File: config.mk
export PLATFORM = sky130hd
export DESIGN_NAME = brcond_unit
export DESIGN_NICKNAME = d
export VERILOG_FILES = /design/src/rtl/brc_pkg.sv /design/src/rtl/brc_icc_eval.sv /design/src/rtl/brc_fcc_eval.sv /design/src/rtl/brc_target_gen.sv /design/src/rtl/brcond_unit.sv
export SDC_FILE = /design/constraint.sdc
export NUM_CORES = 1
export LEC_CHECK = 0
export BUFFER_PORTS_ARGS = -buffer_cell sky130_fd_sc_hd__buf_2
export CORE_ASPECT_RATIO = 0.75
export CORE_MARGIN = 2
export CORE_UTILIZATION = 50
export DETAILED_ROUTE_END_ITERATION = 10
export PLACE_DENSITY = 0.88
export SLEW_MARGIN = 15
export SYNTH_ARGS = -nofsm -noshare
export SYNTH_HDL_FRONTEND = slang
export SYNTH_SLANG_ARGS = --single-unit
File: constraint.sdc
create_clock -name clk -period 0.8 [get_ports clk]
set_input_delay 0.08 -clock clk [delete_from_list [all_inputs] [get_ports clk]]
set_output_delay 0.08 -clock clk [all_outputs]
set_load 0.01 [all_outputs]
File: src/rtl/brc_pkg.sv
package brc_pkg;

  // Integer base test selected by bits 27:25; flags = {N,Z,V,C}
  function automatic logic icc_base(input logic [2:0] sel, input logic [3:0] flags);
    logic n, z, v, c;
    {n, z, v, c} = flags;
    case (sel)
      3'd0:    return 1'b0;
      3'd1:    return z;
      3'd2:    return z | (n ^ v);
      3'd3:    return n ^ v;
      3'd4:    return c | z;
      3'd5:    return c;
      3'd6:    return n;
      default: return v;
    endcase
  endfunction

  // Set of compare codes (bit k = code k) for which a floating base test holds
  function automatic logic [3:0] fcc_set(input logic [2:0] sel);
    case (sel)
      3'd0:    return 4'b0000;
      3'd1:    return 4'b1110;
      3'd2:    return 4'b0110;
      3'd3:    return 4'b1010;
      3'd4:    return 4'b0010;
      3'd5:    return 4'b1100;
      3'd6:    return 4'b0100;
      default: return 4'b1000;
    endcase
  endfunction

  // Squash decision for the delay slot
  function automatic logic squash(input logic abit, input logic tk, input logic [3:0] cond);
    return abit & (~tk | (cond == 4'b1000));
  endfunction

endpackage

File: src/rtl/brc_icc_eval.sv
module brc_icc_eval (
  input  logic [3:0] cond,
  input  logic [3:0] flags,
  output logic       result
);
  import brc_pkg::*;
  logic base_hit;
  always_comb begin
    base_hit = icc_base(cond[2:0], flags);
    result   = base_hit ^ cond[3];
  end
endmodule

File: src/rtl/brc_fcc_eval.sv
module brc_fcc_eval #(
  parameter int FCC_W = 2
) (
  input  logic [3:0]       cond,
  input  logic [FCC_W-1:0] fcc,
  output logic             result
);
  import brc_pkg::*;
  localparam int NCODES = 1 << FCC_W;

  logic [NCODES-1:0] code_hit;
  logic [3:0]        member;

  for (genvar k = 0; k < NCODES; k++) begin : g_code
    assign code_hit[k] = (fcc == FCC_W'(k));
  end

  always_comb begin
    member = fcc_set(cond[2:0]);
    result = (|(code_hit & member[NCODES-1:0])) ^ cond[3];
  end
endmodule

File: src/rtl/brc_target_gen.sv
module brc_target_gen #(
  parameter int ADDR_W   = 32,
  parameter int DISP_W   = 22,
  parameter int WORD_SH  = 2,
  parameter int SEQ_STEP = 8
) (
  input  logic [ADDR_W-1:0] pc,
  input  logic [DISP_W-1:0] disp,
  output logic [ADDR_W-1:0] target,
  output logic [ADDR_W-1:0] seq_pc
);
  localparam int EXT_W = ADDR_W - DISP_W;
  logic [ADDR_W-1:0] offset;
  always_comb begin
    offset = {{EXT_W{disp[DISP_W-1]}}, disp} << WORD_SH;
    target = pc + offset;
    seq_pc = pc + ADDR_W'(SEQ_STEP);
  end
endmodule

File: src/rtl/brcond_unit.sv
module brcond_unit #(
  parameter int ADDR_W = 32,
  parameter int INSN_W = 32,
  parameter int DISP_W = 22,
  parameter int FCC_W  = 2
) (
  input  logic              clk,
  input  logic              rst_n,
  input  logic [INSN_W-1:0] insn,
  input  logic [ADDR_W-1:0] pc,
  input  logic [3:0]        flags,
  input  logic [FCC_W-1:0]  fcc,
  input  logic              is_fp,
  input  logic              fp_enable,
  input  logic              fpu_present,
  output logic              taken,
  output logic              annul,
  output logic [ADDR_W-1:0] target,
  output logic [ADDR_W-1:0] next_pc,
  output logic              fp_trap,
  output logic              icc_true
);
  import brc_pkg::*;

  localparam int COND_LSB = 25;
  localparam int ABIT     = 29;

  logic [3:0]        cond;
  logic              a_bit;
  logic              icc_hit, fcc_hit, fp_off;
  logic              tk_d, an_d;
  logic [ADDR_W-1:0] tgt_d, seq_d, npc_d;

  assign cond  = insn[COND_LSB +: 4];
  assign a_bit = insn[ABIT];

  brc_icc_eval u_icc (.cond(cond), .flags(flags), .result(icc_hit));

  brc_fcc_eval #(.FCC_W(FCC_W)) u_fcc (.cond(cond), .fcc(fcc), .result(fcc_hit));

  brc_target_gen #(.ADDR_W(ADDR_W), .DISP_W(DISP_W)) u_tgt (
    .pc(pc), .disp(insn[DISP_W-1:0]), .target(tgt_d), .seq_pc(seq_d)
  );

  always_comb begin
    fp_off = is_fp & ~(fp_enable & fpu_present);
    tk_d   = fp_off ? 1'b0 : (is_fp ? fcc_hit : icc_hit);
    an_d   = fp_off ? 1'b0 : squash(a_bit, tk_d, cond);
    npc_d  = tk_d ? tgt_d : seq_d;
  end

  always_ff @(posedge clk or negedge rst_n) begin
    if (!rst_n) begin
      taken    <= 1'b0;
      annul    <= 1'b0;
      target   <= '0;
      next_pc  <= '0;
      fp_trap  <= 1'b0;
      icc_true <= 1'b0;
    end else begin
      taken    <= tk_d;
      annul    <= an_d;
      target   <= tgt_d;
      next_pc  <= npc_d;
      fp_trap  <= fp_off;
      icc_true <= icc_hit;
    end
  end
endmodule

==> out/metrics.yaml, run 1 <==
outcome: "stopped before the end"
failed_stage: "5_1_grt"
firstError: "[ERROR DPL-0038] Utilization greater than 100%, impossible to legalize"
post_dp_cell_area_um2: 6790
synth-main-ff-cell: "dfrtp_1"
rows: 29
start_util: 0.514
die_x_um: 112
synth_warnings: 0
ctsRootBufferMaster: "clkbuf_16"
synthDistinctLibCells: 64
syn-instance-count: 459
cts_buffers: 9
dp_worst_setup_slack_ns: -1.79
die_h_um: 84.7
routabilityCongestion: 0.943
async_flop_share: 1.00
syn_avg_cell_area_um2: 9.47
synth_edf_count: 0
worstEndpointGrtRepair: "next_pc[31]$_DFF_PN0_/D"
worstEpCategory: "sequential cell input"
io_pins: 143
synth_nets: 569
synth_seq_cells: 66
dp_hpwl_mm: 11.5
grt_max_degree: 67
syn_area_um2: 4350
io_buffers: 137
clkSinkCount: 66
cts_max_level: 3
ctsLongestPathBuffers: 2
yosysSeqAreaShare: 0.380
## cells by family after synthesis
| family | Yosys count | synth area share |
|---|---|---|
| and+or+nand+nor | 162 | 0.185 |
| AOI/OAI and AO/OA | 121 | 0.179 |
| DFF | 66 | 0.380 |
| xor gates and xnor gates | 49 | 0.102 |
| adders and majority gates | 35 | 0.102 |
| buffers and inverters | 15 | 0.0230 |
| muxes | 11 | 0.0279 |
## Yosys cell counts (2+ instances only)
cell       n  share of area
a211oi_1   9          0.016
a21boi_0   3         0.0052
a21o_1    14          0.024
a21oi_1   36          0.041
a311oi_1   2         0.0040
a31o_2     2         0.0040
a31oi_1    4         0.0058
and2_1     2         0.0029
and2b_2    2         0.0040
and3_1     7          0.010
buf_2      2         0.0023
buf_4      2         0.0035
buf_6      2         0.0052
dfrtp_1   66           0.38
ha_1      34          0.098
inv_1      6         0.0052
mux2_2     9          0.023
mux2i_1    2         0.0046
nand2_1   44          0.038
nand2b_1   5         0.0072
nand3_1   11          0.013
nand3b_1   2         0.0035
nand4_1    8          0.012
nand4b_1   2         0.0040
nor2_1    45          0.039
nor2b_1    2         0.0029
nor3_1     8         0.0092
o211ai_1   3         0.0052
o21a_1     9          0.016
o21ai_0   23          0.026
o31a_1     2         0.0040
or2_2      6         0.0086
or3_1      8          0.012
xnor2_1   25          0.050
xor2_1    23          0.046
## repair_timing
| item | in CTS |
|---|---|
| hold buffers | 5 |
| gates resized for setup | 145 |
| endpoints found under the setup margin | 128 |
| hold endpoints to repair | 70 |
| pin swaps | 38 |
| buffers inserted | 19 |
## per-stage QoR
stage,cells,util
floorplan,459,-
global placement,841,0.803
detailed placement,841,0.803
CTS,878,0.937
==> inputs of run 2 (changes only) <==
CORE_ASPECT_RATIO = unset   (was 0.75)
CORE_UTILIZATION = 35   (was 50)
PLACE_DENSITY = unset   (was 0.88)
PLACE_DENSITY_LB_ADDON = 0.15   (was unset)
==> run 2 against run 1 <==
The flow now finishes, with violations (setup timing). Synthesized area unchanged. Synthesized cell count unchanged.
==> out/metrics.yaml, run 2 <==
multiInputGateArea_um2: 3770
max-cap-violations: 0
diodes: 0
die_x_um: 115  # was 112 um
violations: "setup timing"
yosys.area.top_type: "dfrtp_1"  # unchanged
grt_max_degree: 34
p_leak_uw: 0.00387
clkSinkCount: 66  # unchanged
grtUsageTotal: 0.234
area_delta_synth_final_pct: 96.9
rsz0062_at_grt: "true"
async_flop_share: 1.00  # unchanged
cp.required_ns: 1.07
cts_buffers: 9  # unchanged
synth_nets: 569  # unchanged
synth_edf_count: 0  # unchanged
routabilityCongestion: 0.874  # was 0.943
synthDistinctLibCells: 64  # unchanged
path_cells: "buf_12 -> inv_12 -> ha_4 -> or4_4 -> nor2_4 -> a211oi_2 -> or4b_4 -> and2_4 -> or4_1 -> nand4_1"
fmax_mhz: 487
synthMostInstantiatedCell: "dfrtp_1"  # unchanged
synth_commonest_cells: "66 x dfrtp_1, 45 x nor2_1, 44 x nand2_1"  # unchanged
top_layer: "met4"
min_period_over_period: 2.57
rows: 40  # was 29
vdd_ir_drop_max_v: 0.000939
ctsLongestPathBuffers: 2  # unchanged
crit_cells: 10
synth-main-ff-cell: "dfrtp_1"  # unchanged
synth_top_area_share: 0.380  # unchanged
fin_ws_ns: -1.25
synth_seq_cells: 66  # unchanged
dp_hpwl_mm: 11.0  # was 11.5 mm
largest_reg_flops: 32
setup_viol: 129
yosysSeqAreaShare: 0.380  # unchanged
cts_tree: "done"
wl_per_cell_um: 16.0
io_buffers: 137  # unchanged
critPathLaunchType: "input pin"
slew_headroom: 0.747
synth_warnings: 0  # unchanged
yosys-top-cells-area: "dfrtp_1 38%, ha_1 9.8%, xnor2_1 5.0%"  # unchanged
drive_gt1_frac: 0.638
outcome: "finished, violations left"  # was stopped before the end
antenna_found_initial: 0
syn_avg_cell_area_um2: 9.47  # unchanged
die-area_um2: 13300
final-seq-area_um2: 1650
syn_area_um2: 4350  # unchanged
largest-register: "next_pc"
fin_nets: 898
finalCriticalPeriod_ns: 2.05
cpMaxStageDelayCell: "or4_4"
reg.largest.list: "next_pc: 32 flops, target: 30 flops"
firstDrtPassIters: 4
cp_slowest_stage_delay_ns: 0.56
startpoint: "insn[26]"
core_area_um2: 12100
tightest_slew_ns: 0.376
power_density_nw_per_um2: 1700
dr_wl_met3_um: 687
cts_max_level: 3  # unchanged
ant_nets: 0
crit_type: "input pin to flop"
vias_per_cell: 5.01
drt_wl_total_mm: 15.4
worstSetupEndpoint: "next_pc[31]"
vias: 4815
power.total_uw: 14600
io_pins: 143  # unchanged
holdWs_ns: 0.0461
start_util: 0.360  # was 0.514
layout_commonest_cell: "buf_4"
arrival_ns: 2.33
grt_pass1_vias: 5006
crit_family: "simple AND/OR/NAND/NOR gates"
critPathCaptureType: "flop"
slew_viol_final: 0
ctsRootBufferMaster: "clkbuf_16"  # unchanged
overflow: 0
layout_common_cells: "144 x buf_4, 111 x buf_2, 66 x dfrtp_1"
path_buf_inv: 2
initialDrtViolationCount: 154
clkTransAtPathRegs_ns: 0.05
path_max_fanout: 6
met1Wirelength_mm: 6.57
final.fill_count: 878
hold_class: "input pin to flop"
hold_viol_final: 0
drc: 0
die_h_um: 115  # was 84.7 um
syn-instance-count: 459  # unchanged
wl_met2_mm: 7.80
grt_pass1_wl_mm: 24.1
## run 2: cell counts after synthesis
No cell type changed its count.
## run 2: through the flow
stage | setup TNS [ns] | utilization | instances | worst slack (ns) | instance area, um^2
floorplan | -62.50 | - | 459 | -1.48 | 4940
global placement | -84.58 | 0.579 | 914 | -1.71 | 6980
detailed placement | -86.79 | 0.579 | 914 | -1.80 | 6980
CTS | -66.65 | 0.674 | 949 | -1.22 | 8130
global route | -72.89 | 0.710 | 961 | -1.31 | 8560
finish | -67.86 | 0.710 | 961 | -1.25 | 8560
## run 2: worst min-delay path by stage
stage,start,to,slack (ns),depth (start not counted)
final,insn[28],icc_true,0.05,3
after global routing,insn[28],icc_true,0.05,3
after CTS,insn[28],icc_true,0.03,3
after detailed placement,rst_n,next_pc[1],-0.09,1
after global placement,rst_n,next_pc[1],-0.09,1
after floorplan,rst_n,annul,-0.22,0
## run 2: tightest hold or removal path, stage by stage
cell and delay (ns):
buf_2 0.09, buf_4 0.12, xor2_1 0.06
## run 2: logic make-up after synthesis
group / after synthesis / synth area share
AO/OA/AOI/OAI: 121 / 0.179
XOR/XNOR: 49 / 0.102
adder cells (fa/ha/maj): 35 / 0.102
buffers and inverters: 15 / 0.0230
flip-flops: 66 / 0.380
multiplexers: 11 / 0.0279
AND/OR/NAND/NOR: 162 / 0.185
## run 2: where the power goes
group          switching (uW)  internal (uW)
logic                    3020           3450
clock network            1500           2480
registers                 187           3930
## run 2: what timing repair did
action | 4_1_cts | 5_1_grt
buffers inserted | 15 | 19
resized for setup | 131 | 76
pin swaps | 37 | 45
gates cloned | 3 | 1
hold buffers | 6 | 0
setup endpoints to repair | 129 | 129
endpoints found under the hold margin | 71 | 0
## run 2: metal layers
layer | up-vias | global-route usage
met5 | - | 0
met4 | 0 | 0.0787
met3 | 29 | 0.0481
met2 | 132 | 0.411
met1 | 2335 | 0.285
li1 | 2319 | -
## run 2: layout make-up
| cell class | instances | share of cell area |
|---|---|---|
| clock buffer | 11 | 0.0284 |
| inverter | 6 | 0.00643 |
| clock inverter | 5 | 0.00629 |
| timing repair buffer | 327 | 0.300 |
| multi-input combinational | 378 | 0.441 |
| tap | 168 | 0.0246 |
| sequential | 66 | 0.193 |
Note: power is estimated with default switching activity, not from simulation.
==> inputs of run 3 (changes only) <==
HOLD_SLACK_MARGIN = 0.1   (was unset)
==> run 3 against run 2 <==
The flow still finishes with violations (setup timing). Via count is 0.31% higher. Final cell count did not move. Total power about the same. Clock power about the same. Combinational power about the same. Global-route usage unchanged. First-iteration DRC count is 4.5% lower. Sequential share of layout area about the same. Routed wire length is essentially flat. Worst setup slack gained 0.00085 ns. Critical path depth unchanged. Critical path type unchanged. Largest cell class unchanged.
==> out/metrics.yaml, run 3 (same netlist as run 2, synthesis figures left out) <==
outcome: "finished, violations left"  # unchanged
violations: "setup timing"  # unchanged
rows: 40  # unchanged
path_max_fanout: 6  # unchanged
ant_nets: 0  # unchanged
antenna_found_initial: 0  # unchanged
critPathCaptureType: "flop"  # unchanged
finalSetupTns_ns: -67.80  # was -67.86 ns
cts_tree: "done"  # unchanged
grt_pass1_vias: 5005  # was 5006
die-area_um2: 13300  # unchanged
routabilityCongestion: 0.874  # unchanged
cts_max_level: 3  # unchanged
crit_type: "input pin to flop"  # unchanged
top_layer: "met4"  # unchanged
wl_met2_mm: 7.83  # was 7.80 mm
reg.largest.list: "next_pc: 32 flops, target: 30 flops"  # unchanged
fin_ws_ns: -1.25  # about the same
min_period_over_period: 2.57  # about the same
multiInputGateArea_um2: 3770  # about the same
rsz0062_at_grt: "true"  # unchanged
holdWs_ns: 0.0459  # was 0.0461 ns
final.fill_count: 878  # unchanged
grtUsageTotal: 0.234  # unchanged
critPathLaunchType: "input pin"  # unchanged
dr_wl_met3_um: 705  # was 687 um
cts_buffers: 9  # unchanged
fin_nets: 898  # unchanged
layout_common_cells: "144 x buf_4, 111 x buf_2, 66 x dfrtp_1"  # unchanged
slew_headroom: 0.748  # was 0.747
dp_hpwl_mm: 11.0  # unchanged
clkTransAtPathRegs_ns: 0.05  # about the same
area_delta_synth_final_pct: 96.7  # was 96.9%
grt_max_degree: 34  # unchanged
die_h_um: 115  # unchanged
clkSinkCount: 66  # unchanged
core_area_um2: 12100  # unchanged
layout_commonest_cell: "buf_4"  # unchanged
finalCriticalPeriod_ns: 2.05  # about the same
io_pins: 143  # unchanged
vdd_ir_drop_max_v: 0.000939  # about the same
grt_pass1_wl_mm: 24.1  # about the same
arrival_ns: 2.33  # about the same
hold_buffers: 6  # unchanged
start_util: 0.360  # unchanged
cp.required_ns: 1.07  # about the same
power_density_nw_per_um2: 1700  # about the same
firstDrtPassIters: 4  # unchanged
wl_per_cell_um: 16.0  # about the same
hold_class: "input pin to flop"  # unchanged
ctsLongestPathBuffers: 2  # unchanged
overflow: 0  # unchanged
fmax_mhz: 487  # about the same
setup_viol: 129  # unchanged
final-seq-area_um2: 1650  # unchanged
tightest_slew_ns: 0.375  # was 0.376 ns
hold_viol_final: 0  # unchanged
largest_reg_flops: 32  # unchanged
diodes: 0  # unchanged
slew_viol_final: 0  # unchanged
vias: 4830  # was 4815
max-cap-violations: 0  # unchanged
drive_gt1_frac: 0.637  # was 0.638
drc: 0  # unchanged
largest-register: "next_pc"  # unchanged
drt_wl_total_mm: 15.4  # about the same
vias_per_cell: 5.03  # was 5.01
die_x_um: 115  # unchanged
met1Wirelength_mm: 6.52  # was 6.57 mm
p_leak_uw: 0.00387  # about the same
initialDrtViolationCount: 147  # was 154
ctsRootBufferMaster: "clkbuf_16"  # unchanged
io_buffers: 137  # unchanged
-- run 3: cell count changes in the layout (fill, tap and decap cells not counted) --
cell	delta
nand2_4	-1
nand2_1	+1
-- run 3: final cells by class --
| type | instances | share of cell area |
|---|---|---|
| Clock buffer | 11 | 0.0284 |
| Clock inverter | 5 | 0.00629 |
| Inverter | 6 | 0.00644 |
| Multi-Input combinational cell | 378 | 0.441 |
| Sequential cell | 66 | 0.193 |
| Tap cell | 168 | 0.0246 |
| Timing Repair Buffer | 327 | 0.301 |
-- run 3: path summary, 6_finish.rpt --
path                           from          end  cells past startpoint
min in group asynchronous     rst_n   next_pc[1]                      2
max in group asynchronous     rst_n  next_pc[20]                      3
setup / recovery           insn[26]  next_pc[31]                     10
hold / removal             insn[28]     icc_true                      3
-- run 3: power by group --
group | internal, uW | switching, uW | total [uW]
clock network | 2480 | 1500 | 3990
logic | 3440 | 3010 | 6450
registers | 3930 | 187 | 4120
total | 9860 | 4700 | 14600
-- run 3: worst max-delay path: stages --
cell	delay, ns
buf_12	0.10
inv_12	0.03
ha_4	0.16
or4_4	0.56
nor2_4	0.11
a211oi_2	0.06
or4b_4	0.49
and2_4	0.20
or4_1	0.41
nand4_1	0.11
-- run 3: per-layer routing --
metal,up-vias,global-route usage
li1,2319,-
met1,2346,0.285
met2,136,0.411
met3,29,0.0481
met4,0,0.0787
met5,-,0
-- run 3: through the flow --
stage	utilization	instances	cell area, um^2	power [uW]	setup WS [ns]
3_3_place_gp	0.579	914	6980	8910	-1.71
3_5_place_dp	0.579	914	6980	9000	-1.80
2_1_floorplan	-	459	4940	6630	-1.48
4_1_cts	0.674	949	8130	14100	-1.22
5_1_grt	0.709	961	8550	15300	-1.31
6_report	0.709	961	8550	14600	-1.25
-- run 3: timing repair --
item	4_1_cts	5_1_grt
resized for setup	131	74
pin swaps	37	45
setup endpoints to repair	129	129
buffers inserted	15	19
cloned	3	1
endpoints found under the hold margin	73	1
